**config.mk**
```make
export PLATFORM = sky130hd
export DESIGN_NAME = givens_cordic
export DESIGN_NICKNAME = d
export VERILOG_FILES = /design/src/rtl/givens_cordic_pkg.sv /design/src/rtl/givens_cordic_stage.sv /design/src/rtl/givens_cordic.sv
export SDC_FILE = /design/constraint.sdc
export NUM_CORES = 2
export LEC_CHECK = 0
export BUFFER_PORTS_ARGS = -buffer_cell sky130_fd_sc_hd__buf_4
export CAP_MARGIN = 20
export CORE_ASPECT_RATIO = 0.7
export CORE_MARGIN = 1.5
export CORE_UTILIZATION = 65
export DETAILED_ROUTE_END_ITERATION = 7
export PLACE_DENSITY_LB_ADDON = 0.3
export SLEW_MARGIN = 30
export SYNTH_ARGS = -nofsm -noshare
export SYNTH_HDL_FRONTEND = slang
export SYNTH_SLANG_ARGS = --single-unit
```
**constraint.sdc**
```tcl
create_clock -name clk -period 4.3 [get_ports clk]
set_input_delay 0.86 -clock clk [delete_from_list [all_inputs] [get_ports clk]]
set_output_delay 0.86 -clock clk [all_outputs]
set_load 0.01 [all_outputs]
```
**src/rtl/givens_cordic_pkg.sv**
```systemverilog
package givens_cordic_pkg;

    // Extra integer bits so that the CORDIC gain cannot overflow the datapath
    localparam int GUARD_BITS = 2;

    // Direction of one micro-rotation
    typedef enum logic {
        ROT_PULL_Y_DOWN = 1'b0,   // y >= 0 : x += y>>>k, y -= x>>>k
        ROT_PUSH_Y_UP   = 1'b1    // y <  0 : x -= y>>>k, y += x>>>k
    } rot_dir_e;

endpackage

```
**src/rtl/givens_cordic_stage.sv**
```systemverilog
module givens_cordic_stage
    import givens_cordic_pkg::*;
#(
    parameter int IW    = 18,
    parameter int SHIFT = 0
) (
    input  logic                 clk,
    input  logic                 rst_n,
    input  logic                 valid_i,
    input  logic                 start_i,
    input  logic signed [IW-1:0] x_i,
    input  logic signed [IW-1:0] y_i,
    output logic                 valid_o,
    output logic                 start_o,
    output logic signed [IW-1:0] x_o,
    output logic signed [IW-1:0] y_o
);

    typedef struct packed {
        logic                 valid;
        logic                 start;
        rot_dir_e             dir;
        logic signed [IW-1:0] x;
        logic signed [IW-1:0] y;
    } stage_t;

    stage_t st_d, st_q;

    logic                 vector_d;
    rot_dir_e             dir_use_d;
    logic signed [IW-1:0] x_sh_d;
    logic signed [IW-1:0] y_sh_d;

    always_comb begin
        st_d      = st_q;
        vector_d  = valid_i && start_i;
        dir_use_d = vector_d ? (y_i[IW-1] ? ROT_PUSH_Y_UP : ROT_PULL_Y_DOWN)
                             : st_q.dir;
        x_sh_d    = x_i >>> SHIFT;
        y_sh_d    = y_i >>> SHIFT;

        st_d.valid = valid_i;
        st_d.start = vector_d;
        if (vector_d) begin
            st_d.dir = dir_use_d;
        end

        // exactly two adder/subtractors per stage
        if (dir_use_d == ROT_PULL_Y_DOWN) begin
            st_d.x = x_i + y_sh_d;
            st_d.y = y_i - x_sh_d;
        end else begin
            st_d.x = x_i - y_sh_d;
            st_d.y = y_i + x_sh_d;
        end
    end

    always_ff @(posedge clk) begin
        if (!rst_n) begin
            st_q <= '0;
        end else begin
            st_q <= st_d;
        end
    end

    assign valid_o = st_q.valid;
    assign start_o = st_q.start;
    assign x_o     = st_q.x;
    assign y_o     = st_q.y;

    AST_X_GROWS: assert property (@(posedge clk) disable iff (!rst_n)
        (valid_i && start_i && !x_i[IW-1]) |=> (x_o >= $past(x_i)));

    AST_Y_PULLED_DOWN: assert property (@(posedge clk) disable iff (!rst_n)
        (valid_i && start_i && !x_i[IW-1] && !y_i[IW-1]) |=> (y_o <= $past(y_i)));

endmodule

```
**src/rtl/givens_cordic.sv**
```systemverilog
module givens_cordic
    import givens_cordic_pkg::*;
#(
    parameter int DATA_W     = 16,
    parameter int NUM_STAGES = 21
) (
    input  logic                          clk,
    input  logic                          rst_n,
    input  logic                          in_valid,
    input  logic                          in_start,
    input  logic signed [DATA_W-1:0]      in_x,
    input  logic signed [DATA_W-1:0]      in_y,
    output logic                          out_valid,
    output logic                          out_start,
    output logic signed [DATA_W+GUARD_BITS-1:0] out_x,
    output logic signed [DATA_W+GUARD_BITS-1:0] out_y
);

    localparam int IW          = DATA_W + GUARD_BITS;
    localparam int RESID_LIMIT = 1 << (GUARD_BITS + 4);

    logic                 v_w [0:NUM_STAGES];
    logic                 s_w [0:NUM_STAGES];
    logic signed [IW-1:0] x_w [0:NUM_STAGES];
    logic signed [IW-1:0] y_w [0:NUM_STAGES];

    // sign extension into the guarded datapath
    assign v_w[0] = in_valid;
    assign s_w[0] = in_start;
    assign x_w[0] = IW'(in_x);
    assign y_w[0] = IW'(in_y);

    for (genvar k = 0; k < NUM_STAGES; k++) begin : g_stage
        givens_cordic_stage #(
            .IW    (IW),
            .SHIFT (k)
        ) u_stage (
            .clk     (clk),
            .rst_n   (rst_n),
            .valid_i (v_w[k]),
            .start_i (s_w[k]),
            .x_i     (x_w[k]),
            .y_i     (y_w[k]),
            .valid_o (v_w[k+1]),
            .start_o (s_w[k+1]),
            .x_o     (x_w[k+1]),
            .y_o     (y_w[k+1])
        );
    end

    assign out_valid = v_w[NUM_STAGES];
    assign out_start = s_w[NUM_STAGES];
    assign out_x     = x_w[NUM_STAGES];
    assign out_y     = y_w[NUM_STAGES];

    AST_Y_NULLED: assert property (@(posedge clk) disable iff (!rst_n)
        (out_valid && out_start) |-> ((out_y < RESID_LIMIT) && (out_y > -RESID_LIMIT)));

    AST_NO_OVERFLOW: assert property (@(posedge clk) disable iff (!rst_n)
        (out_valid && out_start) |-> !out_x[IW-1]);

endmodule

```
**Word-level counts from Yosys, hierarchy flattened**

Index checks and enable logic that the tools add are counted.

- Output and inout port bits: 38
- Input port bits: 36
- Word-level logic and storage cells: 272
- Flip-flop bits (word level): 819

- Multiplexer cells: 63
- Reduce and logical (&&, ||, !) cells: 21
- Add/sub/neg operators: 83

Operators with widths:

| kind | number |
|---|---|
| 36-bit two-way mux | 21 |
| 18-bit by 1-bit adder with 18-bit output | 8 |
| 18-bit by 1-bit subtractor with 18-bit output | 8 |
| 1-bit two-way mux | 42 |
| 18-bit by 10-bit adder with 18-bit output | 2 |
| 18-bit by 11-bit adder with 18-bit output | 2 |
| 18-bit by 12-bit adder with 18-bit output | 2 |
| 18-bit by 13-bit adder with 18-bit output | 2 |
| 18-bit by 14-bit adder with 18-bit output | 2 |
| 18-bit by 15-bit adder with 18-bit output | 2 |
| 18-bit by 16-bit adder with 18-bit output | 2 |
| 18-bit by 17-bit adder with 18-bit output | 2 |
| 18-bit by 2-bit adder with 18-bit output | 2 |
| 18-bit by 3-bit adder with 18-bit output | 2 |
| 18-bit by 4-bit adder with 18-bit output | 2 |
| 18-bit by 5-bit adder with 18-bit output | 2 |
| 18-bit by 6-bit adder with 18-bit output | 2 |
| 18-bit by 7-bit adder with 18-bit output | 2 |
| 18-bit by 8-bit adder with 18-bit output | 2 |
| 18-bit by 9-bit adder with 18-bit output | 2 |
| 18-bit by 10-bit subtractor with 18-bit output | 2 |
| 18-bit by 11-bit subtractor with 18-bit output | 2 |
| 18-bit by 12-bit subtractor with 18-bit output | 2 |
| 18-bit by 13-bit subtractor with 18-bit output | 2 |
| other kinds (15) | 48 |

**Depth between registers and ports, before layout**

- Depth after elaboration: 3
- Gate-level depth with buffers: 17
- Depth with buffers taken out: 16

**Hierarchy**

From an unflattened synthesis, not the netlist that was laid out.

- Cell total of the unflattened synthesis: 8859
- Area, all modules: 71268.4 sq um

By module, submodules not included:

| module | cells an instance | instances | sequential area each (sq um) | area an instance (sq um) |
|---|---|---|---|---|
| givens_cordic_stage (g_stage[18].u_stage ...) | 349 | 3 | 780.7 | 2851.5 |
| givens_cordic_stage (g_stage[0].u_stage) | 540 | 1 | 760.7 | 4136.5 |
| givens_cordic_stage (g_stage[1].u_stage) | 468 | 1 | 780.7 | 3822.4 |
| givens_cordic_stage (g_stage[3].u_stage) | 461 | 1 | 780.7 | 3677.3 |
| givens_cordic_stage (g_stage[4].u_stage) | 464 | 1 | 780.7 | 3677.3 |
| givens_cordic_stage (g_stage[2].u_stage) | 448 | 1 | 780.7 | 3656.0 |
| givens_cordic_stage (g_stage[12].u_stage) | 437 | 1 | 780.7 | 3598.5 |
| givens_cordic_stage (g_stage[7].u_stage) | 457 | 1 | 780.7 | 3590.9 |
| givens_cordic_stage (g_stage[5].u_stage) | 443 | 1 | 780.7 | 3557.2 |
| givens_cordic_stage (g_stage[6].u_stage) | 444 | 1 | 780.7 | 3550.9 |
| givens_cordic_stage (g_stage[10].u_stage) | 450 | 1 | 780.7 | 3529.6 |
| givens_cordic_stage (g_stage[9].u_stage) | 446 | 1 | 780.7 | 3485.8 |
| givens_cordic_stage (g_stage[11].u_stage) | 433 | 1 | 780.7 | 3422.0 |
| givens_cordic_stage (g_stage[8].u_stage) | 410 | 1 | 780.7 | 3387.0 |
| +5 rows | - | - | - | - |

**Least setup slack after synthesis**

No wires, ideal clock.

- Kind: register -> register
- From: reg g_stage[19].u_stage.st_q (netlist bit g_stage[19].u_stage.valid_o)
- To: reg g_stage[20].u_stage.st_q (netlist bit g_stage[20].u_stage.x_o[14])
- Data required time: 4228 ps
- Data arrival time: 3551 ps
- Setup slack: 677 ps
- Stages on the path, launching flop included: 12
- Setup time: 72 ps
- Cell sequence: dfxtp_1 > and2_1 > o21ai_0 > inv_1 > fa_1 > nor2b_1 > o21a_1 > o21ai_1 > a221oi_1 > a41o_1 > o31a_1 > mux2i_1

- Longest elaborated chain between the ends: 3

Ends and longest elaborated chain:

| element | line | source |
|---|---|---|
| start: declaration | givens_cordic_stage.sv:27 | `stage_t st_d, st_q;` |
| start signal: assignment | givens_cordic_stage.sv:62 | `st_q <= st_d;` |
| 1-bit logical AND | givens_cordic_stage.sv:36 | `vector_d = valid_i && start_i;` |
| 1-bit two-way mux | givens_cordic_stage.sv:37 | `dir_use_d = vector_d ? (y_i[IW-1] ? ROT_PUSH_Y_UP : ROT_PULL_Y_DOWN)` |
| 36-bit two-way mux | givens_cordic_stage.sv:49 | `if (dir_use_d == ROT_PULL_Y_DOWN) begin` |
| end signal: assignment | givens_cordic_stage.sv:62 |  |
| end: declaration | givens_cordic_stage.sv:27 |  |

Every way passes these cells.
A chain may end at the register's enable or synchronous reset.

**Final worst setup path**

- From: reg g_stage[8].u_stage.st_q (netlist bit g_stage[8].u_stage.y_o[15])
- To: reg g_stage[9].u_stage.st_q (netlist bit g_stage[9].u_stage.x_o[16])

- Longest elaborated chain between the ends: 2
- Elaborated cells between the ends (all ways): 3

Ends and longest elaborated chain:

| element | line |
|---|---|
| start: declaration | givens_cordic_stage.sv:27 |
| start signal: assignment | givens_cordic_stage.sv:62 |
| 18-bit by 9-bit adder with 18-bit output / 18-bit by 9-bit subtractor with 18-bit output (equally long branches) | givens_cordic_stage.sv:50, givens_cordic_stage.sv:53 |
| 36-bit two-way mux * | givens_cordic_stage.sv:49 |
| end signal: assignment | givens_cordic_stage.sv:62 |
| end: declaration | givens_cordic_stage.sv:27 |

Every way passes the cells marked *; elsewhere a longest branch is shown, timed or not.

==> impl_metrics.json <==
{
  "status": "completed",
  "crit_fanout": 5,
  "drt_first_pass_iters": 8,
  "hold_class": "input pin to flop",
  "antenna_found_initial": 3,
  "setup_ws_ns": 0.530,
  "path_clk_slew_ns": 0.07,
  "synth_cell_types": 94,
  "numPlacedInstances": 8750,
  "clock_skew_ns": 0.0200,
  "track_usage_pct": 32.8,
  "slew_headroom_pct": 42.4,
  "synth_ff_type": "dfxtp_1",
  "drtAntennaViolNets": 0,
  "synth-seq-cells": 816,
  "critPathBufInv": 1,
  "fmax_mhz": 265,
  "drt_iter0_drc": 5007,
  "period_share_pct": 87.7,
  "hold_depth": 2,
  "layout-drive-gt1-share_pct": 4.55,
  "grt_pass1_wl_mm": 265,
  "area_growth_pct": 7.14,
  "gp_congestion": 0.975,
  "routed_wl_mm": 164,
  "rr_endpoint": "g_stage[9].u_stage.x_o[16]",
  "cts-root-buf": "clkbuf_16",
  "initial_core_util_pct": 65.7,
  "async_flop_share_pct": 0,
  "required_ns": 4.83,
  "cp-end-kind": "flop",
  "cpMaxStageDelayCell": "a2111oi_0",
  "synth_edf_count": 0,
  "utilization_pct": 70.4,
  "syn_avg_cell_area_sq_um": 8.13,
  "wl_per_cell_um": 18.4,
  "slowest_delay_ns": 0.59,
  "fin_nets": 8466,
  "syn_inst": 7601,
  "final_hold_viol_count": 0,
  "ys_seq_area_share_pct": 26.4,
  "finalNonFillerCells": 8905,
  "clkLatencyLatePin_ns": 0.68,
  "rsz0062_at_grt": "false",
  "io_pins": 74,
  "die_area_sq_um": 97000,
  "yosysTopAreaCellShare_pct": 26.4,
  "yosysMostFrequentCell": "nor2_1",
  "cp_top_family": "simple AND/OR/NAND/NOR gates",
  "cts_max_path_buffers": 3,
  "cts_hold_buf": 0,
  "fin_setup_tns_ns": 0,
  "clkSinkCount": 816,
  "postCtsSetupBuffers": 0,
  "slew_viol_final": 0,
  "reg2reg_from": "g_stage[8].u_stage.y_o[15]",
  "worstRegToRegCells": 14,
  "cts_buffers": 85,
  "crit_type": "flop to flop",
  "floorplan.rows": 94,
  "crit_chain": "or4_1 > nor3_1 > inv_1 > ha_1 > o21ai_0 > nand2_1 > ha_1 > nand3_1 > nand2_1 > a2111oi_0 > o41ai_1 > a41oi_1 > xor2_1 > nor2_1",
  "cts_tree": "done",
  "yosysWarnings": 0,
  "grt_pass1_vias": 51000,
  "fp.dieW_um": 372,
  "crit_arrival_ns": 4.30,
  "ctsResizeCount": 0,
  "port-buffer-count": 73,
  "fp.dieH_um": 261,
  "netlist_area_sq_um": 61800,
  "min_period_ns": 3.77,
  "setup_viol": 0,
  "grt_overflow": 0,
  "hold_end": "g_stage[0].u_stage.valid_o",
  "synth_area_leaders": "dfxtp_1 26%, ha_1 16%, xnor2_1 6.0%",
  "synth_top_cell_by_area": "dfxtp_1",
  "grt_max_degree": 129,
  "startpoint_type": "flop",
  "drc": 0,
  "ff2ff_setup_slack_ns": 0.53,
  "via_count": 55300,
  "hpwl_mm": 125,
  "worst_pin_slew_ns": 0.864,
  "core_area_sq_um": 94100,
  "maxCapViolCount": 0,
  "h-tree-depth": 3,
  "dp_slack_ns": 0.512,
  "netlist_top_cells_count": "964 x nor2_1, 816 x dfxtp_1, 798 x ha_1",
  "syn_nets": 8478,
  "vias_per_cell": 6.21,
  "min-delay-start": "in_valid"
}
sequential cells by signal, indices dropped and copies added (netlist names):
name / count
g_stage.u_stage.start_o: 21
g_stage.u_stage.valid_o: 21
g_stage.u_stage.x_o: 377
g_stage.u_stage.y_o: 376
g_stage.u_stage.st_q: 21
stage by stage:
step / hold WS (ns) / area, sq um
detailed placement: 0.447 / 63400
CTS: 0.386 / 66200
finish: 0.424 / 66200
floorplan: 0.430 / 61800
global placement: 0.445 / 63400
global route: 0.406 / 66200
worst register-to-register path: stages, from the launching register on:
cell and delay, ns:
dfxtp_1 0.34, or4_1 0.58, nor3_1 0.37, inv_1 0.09
ha_1 0.29, o21ai_0 0.17, nand2_1 0.07, ha_1 0.24
nand3_1 0.11, nand2_1 0.09, a2111oi_0 0.59, o41ai_1 0.19
a41oi_1 0.25, xor2_1 0.19, nor2_1 0.05
worst max path at each step:
stage / from / endpoint / slack, ns / depth (start not counted)
finish: g_stage[8].u_stage.y_o[15] / g_stage[9].u_stage.x_o[16] / 0.53 / 14
global route: g_stage[8].u_stage.y_o[12] / g_stage[9].u_stage.x_o[16] / 0.24 / 14
CTS: g_stage[14].u_stage.y_o[17] / g_stage[15].u_stage.x_o[17] / 0.45 / 11
detailed placement: g_stage[14].u_stage.y_o[17] / g_stage[15].u_stage.x_o[17] / 0.51 / 11
global placement: g_stage[8].u_stage.y_o[15] / g_stage[9].u_stage.x_o[16] / 0.67 / 14
floorplan: g_stage[19].u_stage.valid_o / g_stage[20].u_stage.x_o[14] / 0.68 / 11
layout make-up:
type	count	area (sq um)
Multi-Input combinational cell	6249	43300
Clock inverter	30	270
Clock buffer	124	2520
Inverter	304	1150
Timing Repair Buffer	133	1070
Fill cell	7771	27900
Tap cell	1248	1560
Antenna cell	1	2.50
Sequential cell	816	16300
cells by family after synthesis:
| group | share of synthesized area, % |
|---|---|
| AO/OA/AOI/OAI | 21.2 |
| XOR/XNOR | 10.9 |
| adder cells (fa/ha/maj) | 17.5 |
| buffers and inverters | 3.51 |
| flip-flops | 26.4 |
| multiplexers | 1.17 |
| AND/OR/NAND/NOR | 19.3 |
metal layers:
layer,global-route usage [%],part of all wire [%],vias up
li1,-,-,27100
met1,50.9,50,25900
met4,6.44,1.7,0
met2,47.2,40,2092
met3,5.46,8.2,243
met5,0,0,-
placed cells by master (no fill, tap or decap), types with 31 or more instances in the layout:
cell,Yosys,final
clkbuf_16,0,87
a211oi_1,94,94
or3_1,82,82
a21oi_1,525,525
ha_1,798,798
o21a_1,118,118
o21bai_1,54,54
o41ai_1,31,31
a31oi_1,111,111
o21ai_1,85,89
nor2b_1,116,116
nor3_1,169,169
xor2_1,341,341
nand2b_1,134,134
o21ai_0,398,394
o22ai_1,31,31
nand4_1,54,54
inv_1,301,300
o31ai_1,76,76
and2_1,129,129
buf_4,37,127
nor4_1,38,38
dfxtp_1,816,816
xnor2_1,423,423
nor2_1,964,964
fa_1,43,43
nand3_1,113,113
mux2i_1,63,62
and3_1,66,66
a21o_1,219,219
nand2_1,534,534
o211ai_1,44,44
Power is not shown: default switching activity piles up to over one toggle a cycle in this logic, so the estimate is an artifact.
